==> src/rtl/eep_seq_pkg.sv <==
package eep_seq_pkg;

   typedef enum logic [3:0] {
      ST_IDLE,
      ST_CTRL,
      ST_AHI,
      ST_ALO,
      ST_DATA,
      ST_RCTRL,
      ST_RDBYTE,
      ST_POLL,
      ST_STOP,
      ST_FIN
   } step_t;

   typedef struct packed {
      logic       start;
      logic       stop;
      logic       wr;
      logic       rd;
      logic       nack;
      logic [7:0] tx;
   } eng_cmd_t;

endpackage

==> src/rtl/eep_addr_guard.sv <==
module eep_addr_guard #(
   parameter int          ADDR_W     = 14,
   parameter int unsigned PROT_LIMIT = 16000
) (
   input  logic              is_write,
   input  logic [ADDR_W-1:0] addr,
   output logic              reject
);
   localparam int unsigned SPAN = 1 << ADDR_W;

   generate
      if (PROT_LIMIT >= SPAN - 1) begin : g_open
         // limit covers the whole space: nothing to refuse
         assign reject = 1'b0;
      end else begin : g_cut
         assign reject = is_write && (32'(addr) > PROT_LIMIT);
      end
   endgenerate
endmodule

==> src/rtl/eep_cmd_map.sv <==
module eep_cmd_map
   import eep_seq_pkg::*;
#(
   parameter logic [6:0] DEV_ADDR = 7'b1010000
) (
   input  step_t      step,
   input  logic [15:0] addr16,
   input  logic [7:0]  wdata,
   output eng_cmd_t    cmd
);
   localparam logic [7:0] CTRL_WR = {DEV_ADDR, 1'b0};
   localparam logic [7:0] CTRL_RD = {DEV_ADDR, 1'b1};

   always_comb begin
      cmd = '0;
      unique case (step)
         ST_CTRL, ST_POLL: begin
            cmd.start = 1'b1;
            cmd.wr    = 1'b1;
            cmd.tx    = CTRL_WR;
         end
         ST_AHI: begin
            cmd.wr = 1'b1;
            cmd.tx = addr16[15:8];
         end
         ST_ALO: begin
            cmd.wr = 1'b1;
            cmd.tx = addr16[7:0];
         end
         ST_DATA: begin
            cmd.wr   = 1'b1;
            cmd.stop = 1'b1;
            cmd.tx   = wdata;
         end
         ST_RCTRL: begin
            cmd.start = 1'b1;
            cmd.wr    = 1'b1;
            cmd.tx    = CTRL_RD;
         end
         ST_RDBYTE: begin
            cmd.rd   = 1'b1;
            cmd.nack = 1'b1;
            cmd.stop = 1'b1;
         end
         ST_STOP: begin
            cmd.stop = 1'b1;
         end
         default: cmd = '0;
      endcase
   end
endmodule

==> src/rtl/eep_poll_cnt.sv <==
module eep_poll_cnt #(
   parameter int POLL_MAX = 8
) (
   input  logic clk,
   input  logic rst_n,
   input  logic clr,
   input  logic bump,
   output logic last
);
   generate
      if (POLL_MAX == 0) begin : g_unbounded
         logic unused_cnt_in;
         assign unused_cnt_in = &{1'b0, clk, rst_n, clr, bump};
         assign last = 1'b0;
      end else begin : g_bounded
         localparam int CW = (POLL_MAX < 2) ? 1 : $clog2(POLL_MAX);
         logic [CW-1:0] cnt_q;

         always_ff @(posedge clk) begin
            if (!rst_n || clr) begin
               cnt_q <= '0;
            end else if (bump) begin
               cnt_q <= cnt_q + 1'b1;
            end
         end

         assign last = (cnt_q == CW'(POLL_MAX - 1));
      end
   endgenerate
endmodule

==> src/rtl/eep_step_next.sv <==
module eep_step_next
   import eep_seq_pkg::*;
(
   input  step_t step,
   input  logic  is_write,
   input  logic  rxack,
   input  logic  poll_last,
   output step_t nxt,
   output logic  set_err,
   output logic  poll_clr,
   output logic  poll_bump
);
   always_comb begin
      nxt       = step;
      set_err   = 1'b0;
      poll_clr  = 1'b0;
      poll_bump = 1'b0;
      unique case (step)
         ST_CTRL:   nxt = rxack ? ST_STOP : ST_AHI;
         ST_AHI:    nxt = rxack ? ST_STOP : ST_ALO;
         ST_ALO: begin
            if (rxack)         nxt = ST_STOP;
            else if (is_write) nxt = ST_DATA;
            else               nxt = ST_RCTRL;
         end
         ST_DATA: begin
            nxt      = rxack ? ST_STOP : ST_POLL;
            poll_clr = 1'b1;
         end
         ST_RCTRL:  nxt = rxack ? ST_STOP : ST_RDBYTE;
         ST_RDBYTE: nxt = ST_FIN;
         ST_POLL: begin
            if (!rxack) begin
               nxt = ST_STOP;
            end else if (poll_last) begin
               nxt     = ST_STOP;
               set_err = 1'b1;
            end else begin
               nxt       = ST_POLL;
               poll_bump = 1'b1;
            end
         end
         ST_STOP:   nxt = ST_FIN;
         default:   nxt = ST_IDLE;
      endcase
      if (rxack && (step inside {ST_CTRL, ST_AHI, ST_ALO, ST_DATA, ST_RCTRL}))
         set_err = 1'b1;
   end
endmodule

==> src/rtl/eep_seq.sv <==
module eep_seq
   import eep_seq_pkg::*;
#(
   parameter int          ADDR_W     = 14,
   parameter int unsigned PROT_LIMIT = 16000,
   parameter int          POLL_MAX   = 8,
   parameter logic [6:0]  DEV_ADDR   = 7'b1010000
) (
   input  logic              clk,
   input  logic              rst_n,
   input  logic              req_valid,
   input  logic              req_write,
   input  logic [ADDR_W-1:0] req_addr,
   input  logic [7:0]        req_wdata,
   output logic              busy,
   output logic              done,
   output logic              error,
   output logic [7:0]        rdata,
   output logic              eng_go,
   output logic              eng_start,
   output logic              eng_stop,
   output logic              eng_wr,
   output logic              eng_rd,
   output logic              eng_nack,
   output logic [7:0]        eng_tx,
   input  logic              eng_done,
   input  logic              eng_rxack,
   input  logic [7:0]        eng_rx
);
   generate
      if (ADDR_W < 9 || ADDR_W > 16) begin : g_bad_addr_w
         $error("eep_seq: ADDR_W must lie in 9..16");
      end
      if (POLL_MAX < 0) begin : g_bad_poll
         $error("eep_seq: POLL_MAX must not be negative");
      end
   endgenerate

   step_t             st_q;
   logic              wait_q;
   logic              err_q;
   logic [7:0]        rdata_q;
   logic [ADDR_W-1:0] addr_q;
   logic              wr_q;
   logic [7:0]        wd_q;

   logic     reject;
   logic     in_cmd;
   eng_cmd_t cmd;
   step_t    nxt;
   logic     set_err, poll_clr, poll_bump, poll_last;
   logic     step_end;

   eep_addr_guard #(.ADDR_W(ADDR_W), .PROT_LIMIT(PROT_LIMIT)) u_guard (
      .is_write (req_write),
      .addr     (req_addr),
      .reject   (reject)
   );

   eep_cmd_map #(.DEV_ADDR(DEV_ADDR)) u_map (
      .step   (st_q),
      .addr16 (16'(addr_q)),
      .wdata  (wd_q),
      .cmd    (cmd)
   );

   eep_step_next u_next (
      .step      (st_q),
      .is_write  (wr_q),
      .rxack     (eng_rxack),
      .poll_last (poll_last),
      .nxt       (nxt),
      .set_err   (set_err),
      .poll_clr  (poll_clr),
      .poll_bump (poll_bump)
   );

   assign in_cmd   = !(st_q inside {ST_IDLE, ST_FIN});
   assign step_end = in_cmd && wait_q && eng_done;

   eep_poll_cnt #(.POLL_MAX(POLL_MAX)) u_poll (
      .clk   (clk),
      .rst_n (rst_n),
      .clr   (step_end && poll_clr),
      .bump  (step_end && poll_bump),
      .last  (poll_last)
   );

   always_ff @(posedge clk) begin
      if (!rst_n) begin
         st_q    <= ST_IDLE;
         wait_q  <= 1'b0;
         err_q   <= 1'b0;
         rdata_q <= '0;
         addr_q  <= '0;
         wr_q    <= 1'b0;
         wd_q    <= '0;
      end else begin
         unique case (st_q)
            ST_IDLE: begin
               if (req_valid) begin
                  addr_q <= req_addr;
                  wr_q   <= req_write;
                  wd_q   <= req_wdata;
                  wait_q <= 1'b0;
                  err_q  <= reject;
                  st_q   <= reject ? ST_FIN : ST_CTRL;
               end
            end
            ST_FIN: st_q <= ST_IDLE;
            default: begin
               if (!wait_q) begin
                  wait_q <= 1'b1;
               end else if (eng_done) begin
                  wait_q <= 1'b0;
                  st_q   <= nxt;
                  if (set_err)          err_q   <= 1'b1;
                  if (st_q == ST_RDBYTE) rdata_q <= eng_rx;
               end
            end
         endcase
      end
   end

   assign busy      = (st_q != ST_IDLE);
   assign done      = (st_q == ST_FIN);
   assign error     = err_q;
   assign rdata     = rdata_q;
   assign eng_go    = in_cmd && !wait_q;
   assign eng_start = cmd.start;
   assign eng_stop  = cmd.stop;
   assign eng_wr    = cmd.wr;
   assign eng_rd    = cmd.rd;
   assign eng_nack  = cmd.nack;
   assign eng_tx    = cmd.tx;
endmodule

==> config.mk <==
export PLATFORM = sky130hd
export DESIGN_NAME = eep_seq
export DESIGN_NICKNAME = d
export VERILOG_FILES = /design/src/rtl/eep_seq_pkg.sv /design/src/rtl/eep_addr_guard.sv /design/src/rtl/eep_cmd_map.sv /design/src/rtl/eep_poll_cnt.sv /design/src/rtl/eep_step_next.sv /design/src/rtl/eep_seq.sv
export SDC_FILE = /design/constraint.sdc
export NUM_CORES = 1
export LEC_CHECK = 0
export CAP_MARGIN = 40
export CORE_MARGIN = 3
export CORE_UTILIZATION = 44
export CTS_BUF_LIST = sky130_fd_sc_hd__clkbuf_4 sky130_fd_sc_hd__clkbuf_8
export CTS_CLUSTER_SIZE = 8
export DETAILED_ROUTE_END_ITERATION = 7
export PLACE_DENSITY = 0.88
export SKIP_LAST_GASP = 1
export SLEW_MARGIN = 5
export SYNTH_ARGS = -nofsm -noshare
export SYNTH_HDL_FRONTEND = slang
export SYNTH_SLANG_ARGS = --single-unit
==> constraint.sdc <==
create_clock -name clk -period 1.7 [get_ports clk]
set_input_delay 0.255 -clock clk [delete_from_list [all_inputs] [get_ports clk]]
set_output_delay 0.255 -clock clk [all_outputs]
set_load 0.02 [all_outputs]
=== Word level (Yosys, flattened, before mapping) ===
Index checks and enable logic that the tools add are counted.

* Output and inout port bits: 25
* Register bits after elaboration: 40

* Eq/ne operators: 11
* Muxes and demuxes: 36
* Bitwise operators: 2
* $add $sub $neg: 1
* Magnitude comparators: 1
* Reductions and logical operators: 31

{| class="wikitable"
|+ Operator list
! kind !! count
|-
| 4-bit 2-to-1 mux || 11
|-
| 8-bit case mux with 5 select lines || 1
|-
| 4-bit case mux with 7 select lines || 1
|-
| 1-bit 2-to-1 mux || 19
|-
| 4-bit by 3-bit == test with 1-bit output, second input constant || 4
|-
| 14-bit > comparator, second input constant || 1
|-
| 4-bit by 2-bit == test with 1-bit output, second input constant || 2
|-
| 4-bit == test, second input constant || 2
|-
| 4-bit case mux with 2 select lines || 1
|-
| 2-bit nonzero test || 4
|-
| 1-bit logical AND || 7
|-
| 3-bit nonzero test || 2
|-
| 2-bit OR reduction || 3
|-
| 3-bit OR reduction || 2
|-
| 6-bit OR reduction || 1
|-
| 5-bit AND reduction || 1
|-
| 5-bit nonzero test || 1
|-
| 4-bit by 1-bit == test with 1-bit output, second input constant || 1
|-
| 4-bit logical NOT || 1
|-
| 1-bit case mux with 2 select lines || 2
|-
| 2-bit AND reduction || 2
|-
| 4-bit AND reduction || 1
|-
| 4-bit nonzero test || 1
|-
| 3-bit by 1-bit adder with 3-bit output, second input constant || 1
|-
| other kinds (7) || 10
|}

=== Logic depth before layout (Yosys ltp) ===
* Depth in word-level cells: 9
* Depth in mapped cells: 7

=== By module ===
From an unflattened synthesis, not the netlist that was laid out.

* Cell total of the unflattened synthesis: 291
* Area, all modules: 2369.8 µm²

{| class="wikitable"
|+ By module, submodules not included
! module !! times used !! area an instance (µm²) !! cells each
|-
| eep_seq || 1 || 1671.6 || 194
|-
| eep_cmd_map || 1 || 286.5 || 46
|-
| eep_step_next || 1 || 246.5 || 34
|-
| eep_poll_cnt || 1 || 131.4 || 12
|-
| eep_addr_guard || 1 || 33.8 || 5
|}

=== Worst setup path before layout ===
Ideal clock, no wire load.

* Path type: flip-flop to output port
* From: register st_q[0]
* To: output eng_tx[0]
* Required time: 1.445 ns
* Arrival time: 1.478 ns
* Stages on the path, launching flop included: 7
* Path buffers: 2
* Path slack: -0.033 ns
* Path through: dfxtp_1 -> buf_2 -> buf_1 -> nor2_1 -> nor3_1 -> a21oi_1 -> o21ai_0

* Cells in the longest elaborated chain, start to end: 3
* Elaborated cells between the ends (all ways): 8

{| class="wikitable"
|+ Ends and longest elaborated chain
! item !! RTL line !! text
|-
| start, declared || eep_seq.sv:39 || <nowiki>step_t st_q;</nowiki>
|-
| start signal, assigned || eep_seq.sv:107 || <nowiki>st_q <= reject ? ST_FIN : ST_CTRL;</nowiki>
|-
| start signal, assigned || eep_seq.sv:116 || <nowiki>st_q <= nxt;</nowiki>
|-
| 4-bit by 1-bit == test with 1-bit output / 4-bit by 3-bit == test with 1-bit output (equally long branches) || eep_cmd_map.sv:16 || <nowiki>unique case (step)</nowiki>
|-
| 2-bit OR reduction || eep_cmd_map.sv:16 ||
|-
| 8-bit case mux with 5 select lines (*) || eep_cmd_map.sv:16 ||
|-
| end, declared || eep_seq.sv:25 || <nowiki>output logic [7:0] eng_tx,</nowiki>
|}

Mark *: on every way between the ends. The rest lies on a longest branch, timed or not.

=== Worst setup path in the final report ===
* From: register st_q[3]
* To: output eng_tx[3]

The elaborated chain is that of the path after synthesis.

==> tab_implementation.tex <==
\begin{tabular}{lr}
\hline
Metric & Value \\
\hline
\multicolumn{2}{l}{\textbf{Outcome}} \\
\quad Result of the run & complete, but fails checks \\
\quad Failing checks & setup timing \\
\multicolumn{2}{l}{\textbf{Yosys}} \\
\quad Part of the Yosys area used for sequential elements & around two fifths \\
\quad Per-instance average area after synthesis & around 7.7 µm² \\
\quad Most used DFF post-synth & dfxtp\_1 \\
\quad Most area-consuming cells after synthesis & dfxtp\_1 (40\%), nand2\_1 (10\%), a21oi\_1 (8.0\%), mux2i\_1 (5.5\%), nor2\_1 (4.5\%) \\
\quad Flop and latch count out of synthesis & 40 \\
\quad Netlist cell types & 45 \\
\quad Number of nets produced by synthesis & just under 300 \\
\quad Count of flip-flops with a built-in enable after synthesis & 0 \\
\quad Proportion of netlist area held by the largest area contributor & just under 40\% \\
\quad Cell with the most instances after synthesis & nand2\_1 \\
\quad Most numerous cell types in the synthesized netlist & nand2\_1 (56), dfxtp\_1 (40), a21oi\_1 (32), nor2\_1 (24), mux2i\_1 (11) \\
\quad Mapped Area & 2013 µm² \\
\quad Share of flip-flops with an asynchronous set or reset after synthesis & 0\% \\
\quad Total of warnings raised by yosys & 0 \\
\quad Post-synthesis cell type with the largest combined area & dfxtp\_1 \\
\quad Cell count after synthesis & 260 \\
\multicolumn{2}{l}{\textbf{Route}} \\
\quad Ratio of routed vias to standard cells & between 5 and 6 \\
\quad Remaining antenna violation count after routing & 0 \\
\quad Via Count & approximately 2.3k \\
\quad Wire length per cell & $\sim$16 µm \\
\quad DR iter-0 viols & 213 \\
\quad Post-detailed-routing wire length & roughly 6400 µm \\
\quad Remaining DRCs & 0 \\
\quad Count of TritonRoute iterations in the first routing pass & 7 \\
\multicolumn{2}{l}{\textbf{Hold path}} \\
\quad Cell depth of the worst hold path & 2 \\
\quad Path type of the worst min-delay path & reg2reg \\
\multicolumn{2}{l}{\textbf{GRT}} \\
\quad Vias in the first global route & 2,234 \\
\quad Antenna violations before repair & 0 \\
\quad Largest net degree at the start of global routing & 32 \\
\quad Total gr overflow & 0 \\
\quad Global-route wire length before repair & $\sim$10,000 µm \\
\quad Gr usage total & roughly a quarter \\
\multicolumn{2}{l}{\textbf{Clock network}} \\
\quad Clock latency on the worst-skew pair & 0.29 ns \\
\quad TritonCTS clock tree & built \\
\quad Clock input transition at the sequential cells of the worst setup and hold paths & 0.08 ns \\
\quad Clock Sink Count & 40 \\
\quad CTS Buffer Depth & 2 \\
\quad CTS H-tree lvls & 2 \\
\quad Clock tree root driver cell & clkbuf\_8 \\
\quad Clock buffers created by TritonCTS & 5 \\
\multicolumn{2}{l}{\textbf{STA}} \\
\quad Worst hold slack after final layout & 0.4669 ns \\
\quad Setup repair after global routing missed its margin & yes \\
\quad Slew of the pin with the lowest slew margin & between 0.3 and 0.4 ns \\
\quad Total setup violations reported at the end of the flow & 9 \\
\quad Minimum period implied by the final worst setup slack & $\sim$1.8 ns \\
\quad Final Worst Setup Slack & -0.1323 ns \\
\quad Timing-limited maximum frequency & between 0.5 and 0.6 GHz \\
\quad Total Negative Setup Slacks & -0.5432 ns \\
\quad Number of hold-slack violations in the final timing report & 0 \\
\quad Clock Skews & 0.005828 ns \\
\quad Share of the clock period used by the worst path & 107.8\% \\
\quad Worst rel slew slack & between 70\% and 80\% \\
\quad Max-slew violation count & 0 \\
\multicolumn{2}{l}{\textbf{Setup path}} \\
\quad Critical path endpoint category & primary output \\
\quad WS Path Type & reg2out \\
\quad Maximum fanout along the worst path & 5 \\
\quad Endpoint arrival time on the critical path & about 1.6 ns \\
\quad Count of cells along the worst register-to-register path & 6 \\
\quad Data required, critical path & 1.44 ns \\
\quad Startpoint type of the worst setup path & flip-flop \\
\multicolumn{2}{l}{\textbf{Power and ir drop}} \\
\quad VDD IR-drop max & around 0.00072 V \\
\quad Power per standard cell area & slightly below 1000 nW/µm² \\
\quad Leak pwr & 1.339 nW \\
\multicolumn{2}{l}{\textbf{Cells and area}} \\
\quad Inserted Diodes & 0 \\
\quad \# fillers & 280 \\
\quad Share of post-route cells with drive strength above 1 & a little under a third \\
\quad Total number of nets in the final design & approximately 400 \\
\quad Syn-to-layout area delta & 63.46\% \\
\multicolumn{2}{l}{\textbf{Placement}} \\
\quad Final weighted congestion in routability-driven placement & about 0.9 \\
\quad Number of port buffers & 60 \\
\quad DP HPWL & roughly 4600 µm \\
\multicolumn{2}{l}{\textbf{Floorplan}} \\
\quad Die height & 73.64 µm \\
\quad Initial Utilization & between 40 and 50\% \\
\quad Die Outline Area & between 5000 and 6000 µm² \\
\quad Area of the core & 4202 µm² \\
\quad Count of boundary I/O pins & 61 \\
\quad Number of rows created at floorplan & 23 \\
\quad Die Width & 73.64 µm \\
\multicolumn{2}{l}{\textbf{Flow run}} \\
\quad Number of maximum-capacitance constraint violations & 0 \\
\hline
\end{tabular}
## state kept, by name, indices dropped and copies added, names as in the netlist
signal,count
error,1
st_q,4
wait_q,1
rdata,8
wr_q,1
addr_q,14
wd_q,8
u_poll.g_bounded.cnt_q,3
## metrics by stage
stage / std cells / utilization (%) / total power [mW] / cell area, µm² / setup slack, ns
final: 410 / 78.32 / 3.273 / 3291 / -0.1323
after global routing: 410 / 78.32 / 3.442 / 3291 / -0.2252
after floorplan: 260 / - / 1.759 / 2022 / 0.002196
after CTS: 408 / 75.37 / 3.150 / 3167 / -0.1397
after detailed placement: 396 / 70.55 / 2.368 / 2964 / -0.2736
after global placement: 396 / 70.55 / 2.354 / 2964 / -0.2195
## critical path, cell delays in order (launching register included)
cell and delay (ns):
dfxtp_2 0.35, nand2b_4 0.15, nor3_1 0.05, buf_4 0.16
a222oi_1 0.33, inv_1 0.11, buf_6 0.15
## cells in the final DEF, fill, tap and decap left out, drive strengths merged, types with 4 or more instances in the layout
master and n:
buf 66, nand2 57, clkdlybuf4s50 44, dfxtp 40, a21oi 32, nor2 25
mux2i 11, inv 9, o21ai 7, nor3 7, clkbuf 5, nand2b 5
a222oi 4, nand3 4
## power by group
group / internal (mW) / leakage, nW / switching, mW / total [mW]
clock: 0.434 / 0.0541 / 0.328 / 0.762
combinational: 0.676 / 0.955 / 0.709 / 1.39
sequential: 1.04 / 0.330 / 0.0819 / 1.13
total: 2.15 / 1.34 / 1.12 / 3.27
## path summary, 6_finish.rpt
kind	startpoint	end	slack, ns
min	addr_q[9]	addr_q[9]	0.47
min reg2reg	addr_q[9]	addr_q[9]	0.47
max reg2reg	u_poll.g_bounded.cnt_q[0]	u_poll.g_bounded.cnt_q[1]	-0.01
max	st_q[3]	eng_tx[3]	-0.13
## kinds of logic after synthesis
group                    share of synthesized area, %
XOR/XNOR                                       0.4351
multiplexers                                    5.469
AND/OR/NAND/NOR                                 26.73
adder cells (fa/ha/maj)                         1.243
buffers and inverters                           6.277
AO/OA/AOI/OAI                                   20.07
flip-flops                                      39.78
## final cells by class
type                            count  area, µm²  area share (%)
Multi-Input combinational cell    192       1245           37.83
Inverter                           10      37.54           1.141
Timing Repair Buffer              110       1021           31.03
Clock inverter                      3      42.54           1.293
Sequential cell                    40      813.3           24.71
Tap cell                           50      62.56           1.901
Clock buffer                        5      68.82           2.091
## layer usage
layer / share of wire [%] / track usage, % / up-vias
li1: - / - / 1106
met1: 41 / 30.80 / 1076
met2: 51 / 42.62 / 98
met3: 5.9 / 2.873 / 17
met4: 1.7 / 6.640 / 0
met5: 0 / 0 / -
## what timing repair did
action,in CTS,in global routing
pin swaps,6,8
hold endpoints to repair,0,0
setup endpoints to repair,20,27
gates resized for setup,103,28
hold buffers,0,0
buffers inserted,5,4
Note: power is estimated with default switching activity, not from simulation.
